[config.mk]
export PLATFORM = sky130hd
export DESIGN_NAME = acc_err_mon
export DESIGN_NICKNAME = d
export VERILOG_FILES = /design/src/rtl/amon_pkg.sv /design/src/rtl/amon_evt.sv /design/src/rtl/amon_capt.sv /design/src/rtl/amon_rdmux.sv /design/src/rtl/acc_err_mon.sv
export SDC_FILE = /design/constraint.sdc
export NUM_CORES = 1
export LEC_CHECK = 0
export ABC_AREA = 0
export ABC_CLOCK_PERIOD_IN_PS = 1400
export BUFFER_PORTS_ARGS = -buffer_cell sky130_fd_sc_hd__buf_2
export CORE_UTILIZATION = 35
export DETAILED_ROUTE_END_ITERATION = 8
export SYNTH_ARGS = -nofsm -noshare
export SYNTH_HDL_FRONTEND = slang
export SYNTH_SLANG_ARGS = --single-unit
export TNS_END_PERCENT = 1
[constraint.sdc]
create_clock -name clk -period 1.4 [get_ports clk]
set_input_delay 0.14 -clock clk [delete_from_list [all_inputs] [get_ports clk]]
set_output_delay 0.14 -clock clk [all_outputs]
set_load 0.05 [all_outputs]
[src/rtl/amon_pkg.sv]
package amon_pkg;
    localparam int EVT_N    = 3;
    localparam int REG_AW   = 3;
    localparam int EVT_PROT = 0;
    localparam int EVT_ADDR = 1;
    localparam int EVT_LOCK = 2;
    localparam int ATTR_N   = 3;

    typedef logic [EVT_N-1:0] evt_vec_t;

    typedef enum logic [REG_AW-1:0] {
        REG_RAW   = 3'd0,
        REG_STAT  = 3'd1,
        REG_ENSET = 3'd2,
        REG_ENCLR = 3'd3,
        REG_FADDR = 3'd4,
        REG_FKIND = 3'd5,
        REG_FATTR = 3'd6,
        REG_FREL  = 3'd7
    } reg_idx_e;

    typedef struct packed {
        evt_vec_t raw;
        evt_vec_t en;
    } evt_state_t;
endpackage

[src/rtl/amon_evt.sv]
module amon_evt
    import amon_pkg::*;
(
    input  logic                clk,
    input  logic                rst_n,
    input  evt_vec_t            evt_in,
    input  logic                cfg_we,
    input  logic [REG_AW-1:0]   cfg_addr,
    input  evt_vec_t            wmask,
    output evt_vec_t            raw,
    output evt_vec_t            en,
    output logic                irq
);
    evt_state_t st_d, st_q;
    evt_vec_t   stat_clr;
    evt_vec_t   en_set;
    evt_vec_t   en_clr;

    always_comb begin
        stat_clr = '0;
        en_set   = '0;
        en_clr   = '0;
        if (cfg_we) begin
            case (reg_idx_e'(cfg_addr))
                REG_STAT:  stat_clr = wmask;
                REG_ENSET: en_set   = wmask;
                REG_ENCLR: en_clr   = wmask;
                default: ;
            endcase
        end
        st_d     = st_q;
        st_d.en  = (st_q.en | en_set) & ~en_clr;
        // a new event overrides a clear in the same cycle
        st_d.raw = (st_q.raw & ~stat_clr) | evt_in;
    end

    always_ff @(posedge clk or negedge rst_n) begin
        if (!rst_n) st_q <= '0;
        else        st_q <= st_d;
    end

    assign raw = st_q.raw;
    assign en  = st_q.en;
    assign irq = |(st_q.raw & st_q.en);

    AST_RAW_STICKY: assert property (@(posedge clk) disable iff (!rst_n)
        ((($past(st_q.raw) & ~$past(stat_clr)) & ~st_q.raw) == '0));
    AST_EVT_WINS: assert property (@(posedge clk) disable iff (!rst_n)
        (evt_in != '0) |=> ((st_q.raw & $past(evt_in)) == $past(evt_in)));
    AST_EN_SET: assert property (@(posedge clk) disable iff (!rst_n)
        (en_set != '0) |=> ((st_q.en & $past(en_set)) == $past(en_set)));
    AST_EN_CLR: assert property (@(posedge clk) disable iff (!rst_n)
        (en_clr != '0) |=> ((st_q.en & $past(en_clr)) == '0));
endmodule

[src/rtl/amon_capt.sv]
module amon_capt
    import amon_pkg::*;
#(
    parameter int ADDR_W = 32
) (
    input  logic                clk,
    input  logic                rst_n,
    input  evt_vec_t            evt_in,
    input  logic [ADDR_W-1:0]   mon_addr,
    input  logic [ATTR_N-1:0]   attr_in,
    input  logic                release_req,
    output logic [ADDR_W-1:0]   f_addr,
    output evt_vec_t            f_kind,
    output logic [ATTR_N-1:0]   f_attr
);
    typedef struct packed {
        logic [ADDR_W-1:0] addr;
        evt_vec_t          kind;
        logic [ATTR_N-1:0] attr;
    } capt_t;

    capt_t c_d, c_q;

    always_comb begin
        c_d = c_q;
        if (release_req) c_d = '0;
        // kind of zero marks the record as empty and armed
        if ((evt_in != '0) && (c_d.kind == '0)) begin
            c_d.addr = mon_addr;
            c_d.kind = evt_in;
            c_d.attr = attr_in;
        end
    end

    always_ff @(posedge clk or negedge rst_n) begin
        if (!rst_n) c_q <= '0;
        else        c_q <= c_d;
    end

    assign f_addr = c_q.addr;
    assign f_kind = c_q.kind;
    assign f_attr = c_q.attr;

    AST_CAPT_HOLD: assert property (@(posedge clk) disable iff (!rst_n)
        ((c_q.kind != '0) && !release_req) |=> ($stable(c_q.addr) && $stable(c_q.kind) && $stable(c_q.attr)));
    AST_CAPT_FIRST: assert property (@(posedge clk) disable iff (!rst_n)
        ((c_q.kind == '0) && (evt_in != '0)) |=> (c_q.kind == $past(evt_in)));
    AST_CAPT_RELEASE: assert property (@(posedge clk) disable iff (!rst_n)
        (release_req && (evt_in == '0)) |=> ((c_q.kind == '0) && (c_q.addr == '0) && (c_q.attr == '0)));
endmodule

[src/rtl/amon_rdmux.sv]
module amon_rdmux
    import amon_pkg::*;
#(
    parameter int ADDR_W = 32,
    parameter int DATA_W = 32
) (
    input  logic [REG_AW-1:0]   cfg_addr,
    input  evt_vec_t            raw,
    input  evt_vec_t            en,
    input  logic [ADDR_W-1:0]   f_addr,
    input  evt_vec_t            f_kind,
    input  logic [ATTR_N-1:0]   f_attr,
    output logic [DATA_W-1:0]   rdata
);
    always_comb begin
        rdata = '0;
        case (reg_idx_e'(cfg_addr))
            REG_RAW:   rdata[EVT_N-1:0]  = raw;
            REG_STAT:  rdata[EVT_N-1:0]  = raw & en;
            REG_ENSET: rdata[EVT_N-1:0]  = en;
            REG_ENCLR: rdata[EVT_N-1:0]  = en;
            REG_FADDR: rdata[ADDR_W-1:0] = f_addr;
            REG_FKIND: rdata[EVT_N-1:0]  = f_kind;
            REG_FATTR: rdata[ATTR_N-1:0] = f_attr;
            default:   rdata = '0;
        endcase
    end
endmodule

[src/rtl/acc_err_mon.sv]
module acc_err_mon
    import amon_pkg::*;
#(
    parameter int ADDR_W = 32,
    parameter int DATA_W = 32
) (
    input  logic                clk,
    input  logic                rst_n,
    input  logic                mon_valid,
    input  logic                mon_write,
    input  logic                mon_secure,
    input  logic                mon_priv,
    input  logic [ADDR_W-1:0]   mon_addr,
    input  logic                mon_lock_err,
    input  logic                mon_addr_err,
    input  logic                mon_prot_err,
    input  logic                cfg_we,
    input  logic [2:0]          cfg_addr,
    input  logic [DATA_W-1:0]   cfg_wdata,
    output logic [DATA_W-1:0]   cfg_rdata,
    output logic                irq
);
    evt_vec_t          evt_in;
    evt_vec_t          raw;
    evt_vec_t          en;
    logic [ATTR_N-1:0] attr_in;
    logic              release_req;
    logic [ADDR_W-1:0] f_addr;
    evt_vec_t          f_kind;
    logic [ATTR_N-1:0] f_attr;

    always_comb begin
        evt_in = '0;
        if (mon_valid) begin
            evt_in[EVT_LOCK] = mon_lock_err & mon_write;
            evt_in[EVT_ADDR] = mon_addr_err;
            evt_in[EVT_PROT] = mon_prot_err;
        end
        attr_in     = {mon_priv, mon_secure, mon_write};
        release_req = cfg_we && (reg_idx_e'(cfg_addr) == REG_FREL) && cfg_wdata[0];
    end

    amon_evt u_evt (
        .clk      (clk),
        .rst_n    (rst_n),
        .evt_in   (evt_in),
        .cfg_we   (cfg_we),
        .cfg_addr (cfg_addr),
        .wmask    (cfg_wdata[EVT_N-1:0]),
        .raw      (raw),
        .en       (en),
        .irq      (irq)
    );

    amon_capt #(.ADDR_W(ADDR_W)) u_capt (
        .clk         (clk),
        .rst_n       (rst_n),
        .evt_in      (evt_in),
        .mon_addr    (mon_addr),
        .attr_in     (attr_in),
        .release_req (release_req),
        .f_addr      (f_addr),
        .f_kind      (f_kind),
        .f_attr      (f_attr)
    );

    amon_rdmux #(.ADDR_W(ADDR_W), .DATA_W(DATA_W)) u_rd (
        .cfg_addr (cfg_addr),
        .raw      (raw),
        .en       (en),
        .f_addr   (f_addr),
        .f_kind   (f_kind),
        .f_attr   (f_attr),
        .rdata    (cfg_rdata)
    );

    AST_LOCK_RD_IGNORED: assert property (@(posedge clk) disable iff (!rst_n)
        (mon_valid && !mon_write && !raw[EVT_LOCK]) |=> !raw[EVT_LOCK]);
    AST_ADDR_SETS: assert property (@(posedge clk) disable iff (!rst_n)
        (mon_valid && mon_addr_err) |=> raw[EVT_ADDR]);
    AST_IDLE_NO_EVT: assert property (@(posedge clk) disable iff (!rst_n)
        (!mon_valid && (raw == '0)) |=> (raw == '0));
    AST_IRQ_OFF_AFTER_CLR: assert property (@(posedge clk) disable iff (!rst_n)
        (cfg_we && (reg_idx_e'(cfg_addr) == REG_ENCLR) && (&cfg_wdata[EVT_N-1:0])) |=> !irq);
    AST_CAPT_NO_EN: assert property (@(posedge clk) disable iff (!rst_n)
        ((f_kind == '0) && mon_valid && mon_prot_err && !release_req) |=> (f_kind != '0));
endmodule

==> flow_metrics.env <==
export IMPL_status="finished with violations"
export IMPL_violations="negative setup slack"
export IMPL_synthSimpleGateAreaFrac_pct=18.2
export IMPL_area_growth_pct=52.4
export IMPL_core_mm2=0.00721
export IMPL_end_kind="output port"
export IMPL_h_tree_depth=2
export IMPL_rrSetupSlack_ps=0
export IMPL_antenna_cells=0
export IMPL_finalCritPeriodShare_pct=107
export IMPL_dieArea_mm2=0.00778
export IMPL_period_needed_ps=1500
export IMPL_holdWs_ps=96.2
export IMPL_multiInputGateArea_mm2=0.00159
export IMPL_ys_ff_latch=44
export IMPL_grt_pass1_wl_mm=11.2
export IMPL_grt_overflow_total=0
export IMPL_hold_viol=0
export IMPL_grt_pass1_vias=2324
export IMPL_die_h_um=88.2
export IMPL_synth_top_area_share_pct=42.3
export IMPL_synthTopCellsByArea="dfrtp_1 42%, o32ai_2 19%, nand3_1 7.7%"
export IMPL_syn_area_mm2=0.00260
export IMPL_avgSynthCellArea_um2=9.78
export IMPL_slew_headroom_pct=67.1
export IMPL_synth_top_family_by_area="compound AO/OA/AOI/OAI gates"
export IMPL_synth_warnings=0
export IMPL_cp_max_fo=2
export IMPL_hpwl_mm=4.98
export IMPL_detail_route_antenna_nets=0
export IMPL_timing_fmax_ghz=0.668
export IMPL_tightestPinTransition_ps=493
export IMPL_final_common_cell="buf_2"
export IMPL_numPortBuffers=80
export IMPL_ios=110
export IMPL_synth_fa_ha_area_share_pct=0
export IMPL_fillers=668
export IMPL_synth_compound_area_share_pct=25.7
export IMPL_start_util_pct=36.1
export IMPL_synth_top_area_cell="dfrtp_1"
export IMPL_slew_violations=0
export IMPL_finish_utilization_pct=54.9
export IMPL_clock_latency_ps=290
export IMPL_ir_drop_v=0.000794
export IMPL_nNetsFinal=437
export IMPL_core_rowCount=31
export IMPL_mostFrequentLayoutCells="55 x buf_2, 44 x dfrtp_1, 40 x nand3_1"
export IMPL_fin_ws_ps=-98.0
export IMPL_drv_cap=0
export IMPL_cts_sinks=44
export IMPL_dr_pass1_iters=4
export IMPL_critPathArrivalTime_ps=1360
export IMPL_synthCells=266
export IMPL_hold_class="in -> reg"
export IMPL_antenna_found_initial=0
export IMPL_grt_use_total_pct=18.9
export IMPL_path_class="reg -> out"
export IMPL_cts_tree="built"
export IMPL_die_w_um=88.2
export IMPL_required_ps=1260
export IMPL_seq_area_frac_synth_pct=42.3
export IMPL_drive_gt1_share_pct=52.6
export IMPL_drt_vias_per_instance=5.02
export IMPL_rsz0062_at_grt="true"
export IMPL_syn_num_nets=343
export IMPL_clock_skew_ps=5.77
export IMPL_routed_wl_mm=6.81
export IMPL_clockBufferDepth=2
export IMPL_power_density_mw_per_mm2=1590
export IMPL_gp_congestion=0.846
export IMPL_seq_area_mm2=0.00110
export IMPL_cts_root_buf="clkbuf_8"
export IMPL_muxShareOfSynthArea_pct=2.31
export IMPL_synth_xor_area_share_pct=0
export IMPL_synth_cell_types=27
export IMPL_clk_pin_slew_ps=90
export IMPL_setup_violations=3
export IMPL_p_leak_nw=1.84
export IMPL_wl_per_cell_um=14.8
export IMPL_grt_max_degree=36
export IMPL_numCtsBuffers=5
export IMPL_cp_start_kind="flip-flop"
export IMPL_power_w=0.00630
export IMPL_vias=2311
export IMPL_drt_iter0_drc=123
export IMPL_drc=0
sequential cells by signal, summed over array words and instances (netlist names):
signal	cells
u_evt.raw	3
u_capt.f_kind	3
u_capt.f_addr	32
u_evt.en	3
u_capt.f_attr	3
final timing paths:
path / startpoint / end / depth (start not counted)
max: u_capt.f_addr[1]$_DFFE_PN0P_ / cfg_rdata[1] / 4
min: mon_prot_err / u_evt.raw[0]$_DFF_PN0_ / 3
max reg2reg: u_capt.f_kind[0]$_DFF_PN0_ / u_capt.f_addr[7]$_DFFE_PN0P_ / 5
min reg2reg: u_evt.raw[1]$_DFF_PN0_ / u_evt.raw[1]$_DFF_PN0_ / 2
max in group asynchronous: rst_n / u_capt.f_addr[4]$_DFFE_PN0P_ / 3
min in group asynchronous: rst_n / u_evt.en[1]$_DFF_PN0_ / 2
cells in the mapped netlist (all sizes together):
library cell  count
or3b              1
clkbuf           15
a21o              1
and3              1
o221ai            2
a2bb2oi           1
a211o             1
buf              13
nor2              1
a32oi             1
nand2            13
nand3b            1
a41oi             1
a22oi             1
nand3            40
mux2i             6
o21ai            12
and2              1
nand2b            2
dfrtp            44
and3b             1
nor3             30
o32ai            36
inv              39
nor2b             2
report_power, final:
part	internal, W	switching, W	leakage [nW]
Sequential	0.00183	0.000216	0.543
Combinational	0.00153	0.00167	1.23
Clock	0.000630	0.000428	0.0645
timing repair:
item | in CTS | in global routing
pin swaps | 3 | 2
endpoints found under the setup margin | 49 | 52
endpoints found under the hold margin | 18 | 0
setup buffers | 4 | 1
hold buffers | 1 | 0
gates resized for setup | 16 | 20
cell type report:
class                           instances  area share [%]
Multi-Input combinational cell        155            40.1
Sequential cell                        44            27.8
Timing Repair Buffer                  115            22.1
Inverter                               39            3.69
Tap cell                               99            3.13
Clock buffer                            7            2.43
Clock inverter                          1           0.758
logic make-up (layout without fill, tap and decap cells):
kind of cell / Yosys count / in the layout
AO/OA/AOI/OAI: 56 / 56
buffers and inverters: 67 / 162
flip-flops: 44 / 44
multiplexers: 6 / 6
AND/OR/NAND/NOR: 93 / 93
stage by stage:
| step | TNS [ps] | setup slack, ps | instances | area, µm² |
|---|---|---|---|---|
| finish | -222 | -98.0 | 460 | 3960 |
| global route | -2350 | -166 | 460 | 3960 |
| CTS | -282 | -122 | 459 | 3910 |
| detailed placement | -6450 | -203 | 446 | 3660 |
| global placement | -6770 | -206 | 446 | 3660 |
| floorplan | -5120 | -206 | 266 | 2940 |
worst max-delay path, cell delays in order, from the launching register on:
cell	delay [ps]
dfrtp_1	400
mux2i_1	150
a2bb2oi_1	160
o221ai_1	140
buf_4	220
layer usage:
layer	up-vias	GRT usage, %	wire length [µm]
met1	1090	25.3	3050
met5	-	0	0
met4	0	6.01	110
met3	8	2.71	288
met2	61	31.9	3360
li1	1152	-	-
(Power assumes the default switching activity.)
